## src/rtl/ilv_pkg.sv

```systemverilog
package ilv_pkg;

  typedef enum logic [1:0] {
    RATE_X1 = 2'b00,
    RATE_X2 = 2'b01,
    RATE_X4 = 2'b10
  } rate_e;

  function automatic rate_e rate_decode(input logic [1:0] sel);
    rate_e r;
    case (sel)
      2'b01:   r = RATE_X2;
      2'b10:   r = RATE_X4;
      default: r = RATE_X1;
    endcase
    return r;
  endfunction

  function automatic int unsigned rate_slots(input rate_e r);
    int unsigned n;
    case (r)
      RATE_X2: n = 2;
      RATE_X4: n = 4;
      default: n = 1;
    endcase
    return n;
  endfunction

endpackage

```

## src/rtl/ilv_slot_ctr.sv

```systemverilog
module ilv_slot_ctr
  import ilv_pkg::*;
#(
  parameter int unsigned SLOT_W = 2
) (
  input  logic              clk,
  input  logic              rst_n,
  input  logic [1:0]        rate_sel,
  input  logic              in_vld,
  output rate_e             rate_cur,
  output logic [SLOT_W-1:0] slot_eff,
  output logic              word_done
);

  rate_e             rate_q, rate_d;
  logic [SLOT_W-1:0] slot_q, slot_d;
  logic              restart;
  logic              slot_en, rate_en;
  logic [SLOT_W-1:0] slot_last;

  always_comb begin
    rate_cur  = rate_decode(rate_sel);
    restart   = (rate_cur != rate_q);
    slot_eff  = restart ? '0 : slot_q;
    slot_last = SLOT_W'(rate_slots(rate_cur) - 1);
    word_done = in_vld && (slot_eff == slot_last);
    if (!in_vld)        slot_d = slot_eff;
    else if (word_done) slot_d = '0;
    else                slot_d = slot_eff + SLOT_W'(1);
    rate_d  = rate_cur;
    slot_en = in_vld || restart;
    rate_en = restart;
  end

  always_ff @(posedge clk or negedge rst_n) begin
    if (!rst_n) begin
      slot_q <= '0;
      rate_q <= RATE_X1;
    end else begin
      if (slot_en) slot_q <= slot_d;
      if (rate_en) rate_q <= rate_d;
    end
  end

  // the stored slot never reaches past the last slot of the stored rate
  p_slot_range_r7: assert property (@(posedge clk) disable iff (!rst_n)
    (32'(slot_q) < rate_slots(rate_q)));

  // a rate change leaves the counter at slot 0 or 1 of the new rate
  p_restart_r8: assert property (@(posedge clk) disable iff (!rst_n)
    (restart && !in_vld) |=> (slot_q == '0));

endmodule

```

## src/rtl/ilv_lane_place.sv

```systemverilog
module ilv_lane_place
  import ilv_pkg::*;
#(
  parameter int unsigned WORD_W = 16,
  parameter int unsigned SLOT_W = 2
) (
  input  rate_e             rate_cur,
  input  logic [SLOT_W-1:0] slot,
  input  logic [WORD_W-1:0] sample,
  output logic [WORD_W-1:0] placed,
  output logic [WORD_W-1:0] mask
);

  for (genvar j = 0; j < int'(WORD_W); j++) begin : g_bit
    localparam int CH2 = j / 2;
    localparam int SL2 = j % 2;
    localparam int CH4 = j / 4;
    localparam int SL4 = j % 4;
    logic hit;
    logic val;
    always_comb begin
      case (rate_cur)
        RATE_X2: begin
          hit = (slot == SLOT_W'(SL2));
          val = sample[CH2];
        end
        RATE_X4: begin
          hit = (slot == SLOT_W'(SL4));
          val = sample[CH4];
        end
        default: begin
          hit = (slot == '0);
          val = sample[j];
        end
      endcase
    end
    assign mask[j]   = hit;
    assign placed[j] = hit & val;
  end

endmodule

```

## src/rtl/ilv_word_acc.sv

```systemverilog
module ilv_word_acc #(
  parameter int unsigned WORD_W = 16,
  parameter int unsigned SLOT_W = 2
) (
  input  logic              clk,
  input  logic              rst_n,
  input  logic              in_vld,
  input  logic              word_done,
  input  logic [SLOT_W-1:0] slot,
  input  logic [WORD_W-1:0] placed,
  input  logic [WORD_W-1:0] mask,
  output logic              word_vld,
  output logic [WORD_W-1:0] word
);

  logic [WORD_W-1:0] acc_q, acc_d;
  logic [WORD_W-1:0] out_q, out_d;
  logic              vld_q, vld_d;
  logic [WORD_W-1:0] base;
  logic              acc_en, out_en;

  always_comb begin
    base   = (slot == '0) ? '0 : acc_q;
    acc_d  = (base & ~mask) | placed;
    out_d  = acc_d;
    vld_d  = word_done;
    acc_en = in_vld;
    out_en = word_done;
  end

  always_ff @(posedge clk or negedge rst_n) begin
    if (!rst_n) begin
      acc_q <= '0;
      out_q <= '0;
      vld_q <= 1'b0;
    end else begin
      vld_q <= vld_d;
      if (acc_en) acc_q <= acc_d;
      if (out_en) out_q <= out_d;
    end
  end

  assign word_vld = vld_q;
  assign word     = out_q;

  // a word is only completed by an accepted sample
  p_done_needs_sample_r7: assert property (@(posedge clk) disable iff (!rst_n)
    word_vld |-> $past(in_vld));

endmodule

```

## src/rtl/ilv_word_packer.sv

```systemverilog
module ilv_word_packer
  import ilv_pkg::*;
#(
  parameter int unsigned WORD_W    = 16,
  parameter int unsigned MAX_SLOTS = 4
) (
  input  logic              clk,
  input  logic              rst_n,
  input  logic [1:0]        rate_sel,
  input  logic              in_vld,
  input  logic [WORD_W-1:0] smp,
  output logic              word_vld,
  output logic [WORD_W-1:0] word
);

  localparam int unsigned SLOT_W = (MAX_SLOTS > 1) ? $clog2(MAX_SLOTS) : 1;

  rate_e             rate_cur;
  logic [SLOT_W-1:0] slot_eff;
  logic              word_done;
  logic [WORD_W-1:0] placed;
  logic [WORD_W-1:0] mask;

  ilv_slot_ctr #(.SLOT_W(SLOT_W)) u_ctr (
    .clk       (clk),
    .rst_n     (rst_n),
    .rate_sel  (rate_sel),
    .in_vld    (in_vld),
    .rate_cur  (rate_cur),
    .slot_eff  (slot_eff),
    .word_done (word_done)
  );

  ilv_lane_place #(.WORD_W(WORD_W), .SLOT_W(SLOT_W)) u_place (
    .rate_cur (rate_cur),
    .slot     (slot_eff),
    .sample   (smp),
    .placed   (placed),
    .mask     (mask)
  );

  ilv_word_acc #(.WORD_W(WORD_W), .SLOT_W(SLOT_W)) u_acc (
    .clk       (clk),
    .rst_n     (rst_n),
    .in_vld    (in_vld),
    .word_done (word_done),
    .slot      (slot_eff),
    .placed    (placed),
    .mask      (mask),
    .word_vld  (word_vld),
    .word      (word)
  );

  // base rate passes the sample straight through one cycle later
  p_x1_pass_r3: assert property (@(posedge clk) disable iff (!rst_n)
    (in_vld && rate_decode(rate_sel) == RATE_X1) |=> (word_vld && word == $past(smp)));

  // at multi-sample rates, strobes never come back to back while the rate holds
  p_pulse_gap_r4: assert property (@(posedge clk) disable iff (!rst_n)
    (word_vld && rate_decode(rate_sel) != RATE_X1 && $stable(rate_sel)) |=> !word_vld);

  // the word holds between strobes
  p_hold_r9: assert property (@(posedge clk) disable iff (!rst_n)
    !word_vld |-> $stable(word));

endmodule

```

## config.mk

```make
export PLATFORM = sky130hd
export DESIGN_NAME = ilv_word_packer
export DESIGN_NICKNAME = d
export VERILOG_FILES = /design/src/rtl/ilv_pkg.sv /design/src/rtl/ilv_slot_ctr.sv /design/src/rtl/ilv_lane_place.sv /design/src/rtl/ilv_word_acc.sv /design/src/rtl/ilv_word_packer.sv
export SDC_FILE = /design/constraint.sdc
export NUM_CORES = 1
export LEC_CHECK = 0
export CAP_MARGIN = 20
export CORE_MARGIN = 2
export CORE_UTILIZATION = 52
export DETAILED_ROUTE_END_ITERATION = 10
export GPL_ROUTABILITY_DRIVEN = 1
export PLACE_DENSITY = 0.89
export SYNTH_ARGS = -nofsm -noshare
export SYNTH_HDL_FRONTEND = slang
export SYNTH_SLANG_ARGS = --single-unit
```

## constraint.sdc

```tcl
create_clock -name clk -period 2.9 [get_ports clk]
set_clock_uncertainty 0.05 [all_clocks]
set_input_delay 0.435 -clock clk [delete_from_list [all_inputs] [get_ports clk]]
set_output_delay 0.435 -clock clk [all_outputs]
set_load 0.01 [all_outputs]
```

==> results by stage, run 1 <==
Timing:
- The total negative slack is 0 ns.
- Setup violations remaining at the end of the flow were counted as 0.
- The least setup slack across all paths after layout is 0.164 ns.
- For the pin with the worst max-slew slack, the measured transition is around 0.57 ns.
- The final max-slew violation count is 0.
- The worst slew slack as a fraction of its limit is approximately 62%.
- The number of hold violations in the final report came to 0.
- Setup repair after global routing could not meet its margin everywhere.
- The worst path in the final design needs a cycle of approximately 2.7 ns, including I/O delays and setup.
- The final critical path takes up between 90% and 100% of the cycle.
- Static timing analysis puts the maximum clock frequency at 365 MHz.

Global route:
- Entering global routing, the biggest net connects 38 pins.
- The number of global-route vias before repair came to 1,629.
- Global routing finished with a remaining overflow of 0.
- The number of antenna violations at the first check in global routing was 0.
- The first global-routing pass estimated around 7.5 mm of wire.
- The total global routing track utilization is a little under a quarter.

Yosys:
- The number of warnings issued by yosys is 0.
- The number of standard cells after synthesis is around 190.
- The average size of a mapped cell is 10.6 sq um.
- The most used flip-flop cell after synthesis is dfrtp_1.
- The number of flops mapped to enable cells by yosys is 0.
- The distinct cell type count after synthesis is 33.
- After synthesis, flip-flops and latches occupy a little under half of the total area.
- After synthesis, the share of flip-flops with an asynchronous set or reset is 100%.
- The post-synth design cell area is approximately 2000 sq um.
- The post-synthesis net count is between 200 and 250.
- Synthesis inferred 37 register bits.

Place:
- The post-DP HPWL is around 3.4 mm.
- The total placed cells including tap cells is 284.
- Routability-driven placement finished with a final weighted congestion of about 0.90.
- The area after detailed placement is ~2500 sq um.
- The worst slack at placement is -0.314 ns.
- The count of buffers from port buffering is 37.

Setup path:
- The top fanout value on the critical path is 4.
- The startpoint identified for the worst register-to-register timing path is u_ctr.rate_q[0]$_DFFE_PN0P_.
- The beginning of the critical path is rate_sel[0].
- Data on the critical path is required at its endpoint by roughly 3 ns.
- The classification of the worst setup path is in2reg.
- The critical path launch point type is a primary input.
- Data arrives at the worst endpoint at between 2 and 3 ns.
- The endpoint kind of the worst setup timing path is a flop.

Floorplanning:
- The chip height is approximately 66 um.
- In this run the horizontal extent of the chip is ~66 um.
- The boundary pin count is 38.
- The initial utilization of the core area, before any placement, comes to 54.7%.
- The count of standard-cell rows is 22.
- The die area is 4400 sq um.
- The total area inside the core boundary comes to approximately 3700 sq um.

Detailed routing:
- The DRC violation count after routing is 0.
- The wire length on met1 is 1.88 mm.
- The length of routed met2 wiring is roughly 2.4 mm.
- The average vias per placed instance is roughly 5.6.
- The first detailed-routing pass ran for 4 iterations.
- Dividing the detail-routed wire length by the instance count gives ~16 um.
- The number of violations reported at the end of detailed-routing iteration 0 is about 110.
- The final layout contains routed wiring with a total length of 4.61 mm.
- The number of nets with antenna violations after detailed routing is 0.
- The number of vias in the routed layout is ~1,600.
- Signal routing reaches up to met4.
- In the detailed route, the total length drawn on met3 is 295 um.

Layout:
- The net count of the finished layout is ~270.
- The total non-filler cell area in the finished layout is about 2700 sq um.
- The fraction of layout cells with a size suffix above 1 is 20.9%.
- 0 antenna diodes ended up in the layout.
- From synthesis to final layout, the design area changed by 33.5%.
- The final cell count without fillers is approximately 290.

Power and ir drop:
- The worst-case IR drop observed on VDD is between 400 and 500 uV.
- For this design the static power due to leakage is 1.21 nW.
- Power spread over the standard cell area amounts to 731 nW/um^2.
- Summing internal, switching and leakage power gives around 2.0 mW.

CTS:
- The clock transition at the registers of the reported paths is 0.07 ns.
- The number of sinks handled by clock tree synthesis is 37.
- The total clock buffers created by CTS is 5.
- The longest clock path from root to sink contains 2 buffers.
- For this design, the CTS-stage hold fixing added 0 buffers.
- The root cell of the clock tree is clkbuf_8.
- The number of setup buffers added after CTS is 0.
- The CTS tree is built.
- The H-tree was split into 2 levels.
- The later pin in the worst-skew pair is clocked with a latency of around 0.29 ns.

Run status:
- The flow ran to the end, and the final reports show no timing, DRC or antenna violations.

Job:
- The number of max-cap violations is 0.

Worst hold path:
- The path class of the lowest-slack min-delay path is reg2reg.
- In this run the most critical hold path is launched from u_acc.acc_q[14]$_DFFE_PN0P_.
-- sequential cells by signal, summed over array words and instances, names as in the netlist --
name,count
u_acc.word_vld,1
u_acc.acc_q,16
u_ctr.rate_q,2
u_acc.word,16
u_ctr.slot_q,2
-- cell families (layout without fill, tap and decap cells) --
group / count (synthesis) / after routing / share of synthesized area [%]
AOI/OAI and AO/OA: 48 / 48 / 17.4
adders and majority gates: 8 / 8 / 4.96
muxes: 26 / 26 / 13.6
DFF: 37 / 37 / 45.9
and+or+nand+nor: 36 / 36 / 9.30
xor gates and xnor gates: 2 / 2 / 0.868
buffers and inverters: 34 / 87 / 8.00
-- worst max-delay path, cell delays in order --
cell and delay [ns]:
clkdlybuf4s50_1 0.51, inv_1 0.08, ha_1 0.24, xnor2_2 0.22
nand3_1 0.17, inv_1 0.12, ha_1 0.22, a221oi_2 0.12
a2111oi_1 0.56, a21oi_1 0.09, mux2i_1 0.15
-- cells in the final DEF, fill, tap and decap left out, types with 3 or more instances in the layout --
cell type         n
nand2_1           3
nor2_1           10
clkbuf_8          6
a21oi_1          17
mux2_2           12
ha_1              7
clkdlybuf4s50_1  37
a221oi_2          4
a22oi_1           3
inv_1            22
nor3_1            4
nor2b_1           8
a22o_1            9
dfrtp_1          37
a221oi_1          5
mux2i_1          13
nand2b_1          3
buf_4            20
a2111oi_1         3
-- worst paths after layout --
| path | slack, ns | cells after the start | to |
|---|---|---|---|
| max reg2reg | 0.73 | 8 | u_acc.word[7]$_DFFE_PN0P_ |
| min in group asynchronous | 0.50 | 2 | u_acc.word[8]$_DFFE_PN0P_ |
| min reg2reg | 0.46 | 1 | u_acc.acc_q[14]$_DFFE_PN0P_ |
| max | 0.16 | 11 | u_acc.word[7]$_DFFE_PN0P_ |
| min | 0.46 | 1 | u_acc.acc_q[14]$_DFFE_PN0P_ |
| max in group asynchronous | 1.99 | 2 | u_acc.word[14]$_DFFE_PN0P_ |
-- stage by stage --
step,hold WS [ns],util [%]
floorplan,0.0894,-
global placement,0.432,68.3
detailed placement,0.436,68.3
CTS,0.456,71.5
global route,0.468,73.1
finish,0.457,73.1
-- synth_stat cells (all sizes together), types with 2 or more instances --
library cell	instances	area (sq um)
nor2	10	37.5
buf	4	43.8
mux2i	14	140
nand2	3	11.3
dfrtp	37	926
a22o	9	78.8
a2111oi	4	35.0
clkbuf	7	26.3
or2	2	12.5
ha	8	100
nand3	2	10.0
a21oi	17	85.1
a22oi	3	22.5
a221oi	9	78.8
mux2	12	135
xnor2	2	17.5
nor3	4	20.0
nand2b	3	18.8
nor2b	9	56.3
inv	22	82.6
-- cell type report --
class	count	area (sq um)
inverters	22	82.6
flip-flops and latches	37	926
clock buffers	7	86.3
repair buffers	57	520
clock inverters	1	30.0
well taps	48	60.1
fillers	275	993
multi-input cells	120	990
-- power breakdown --
part / total (mW) / internal (mW) / switching (mW)
Sequential: 0.768 / 0.679 / 0.0885
Combinational: 0.738 / 0.421 / 0.317
Clock: 0.463 / 0.280 / 0.183
Total: 1.97 / 1.38 / 0.589
-- timing repair --
| item | CTS | global route |
|---|---|---|
| hold endpoints to repair | 0 | 0 |
| pin swaps | 0 | 1 |
| endpoints found under the setup margin | 1 | 24 |
| resized for setup | 1 | 13 |
-- layer usage --
metal,vias to the layer above,global-route usage (%)
met5,-,0
met4,0,9.44
met3,8,4.26
met2,73,38.5
met1,781,29.1
li1,783,-
(Power assumes the default switching activity.)
==> run 2, diff against run 1 <==
Settings changed: SLEW_MARGIN set to 0.
==> results of run 2 <==
No change in the layout: final DEF, timing and power equal those of run 1.
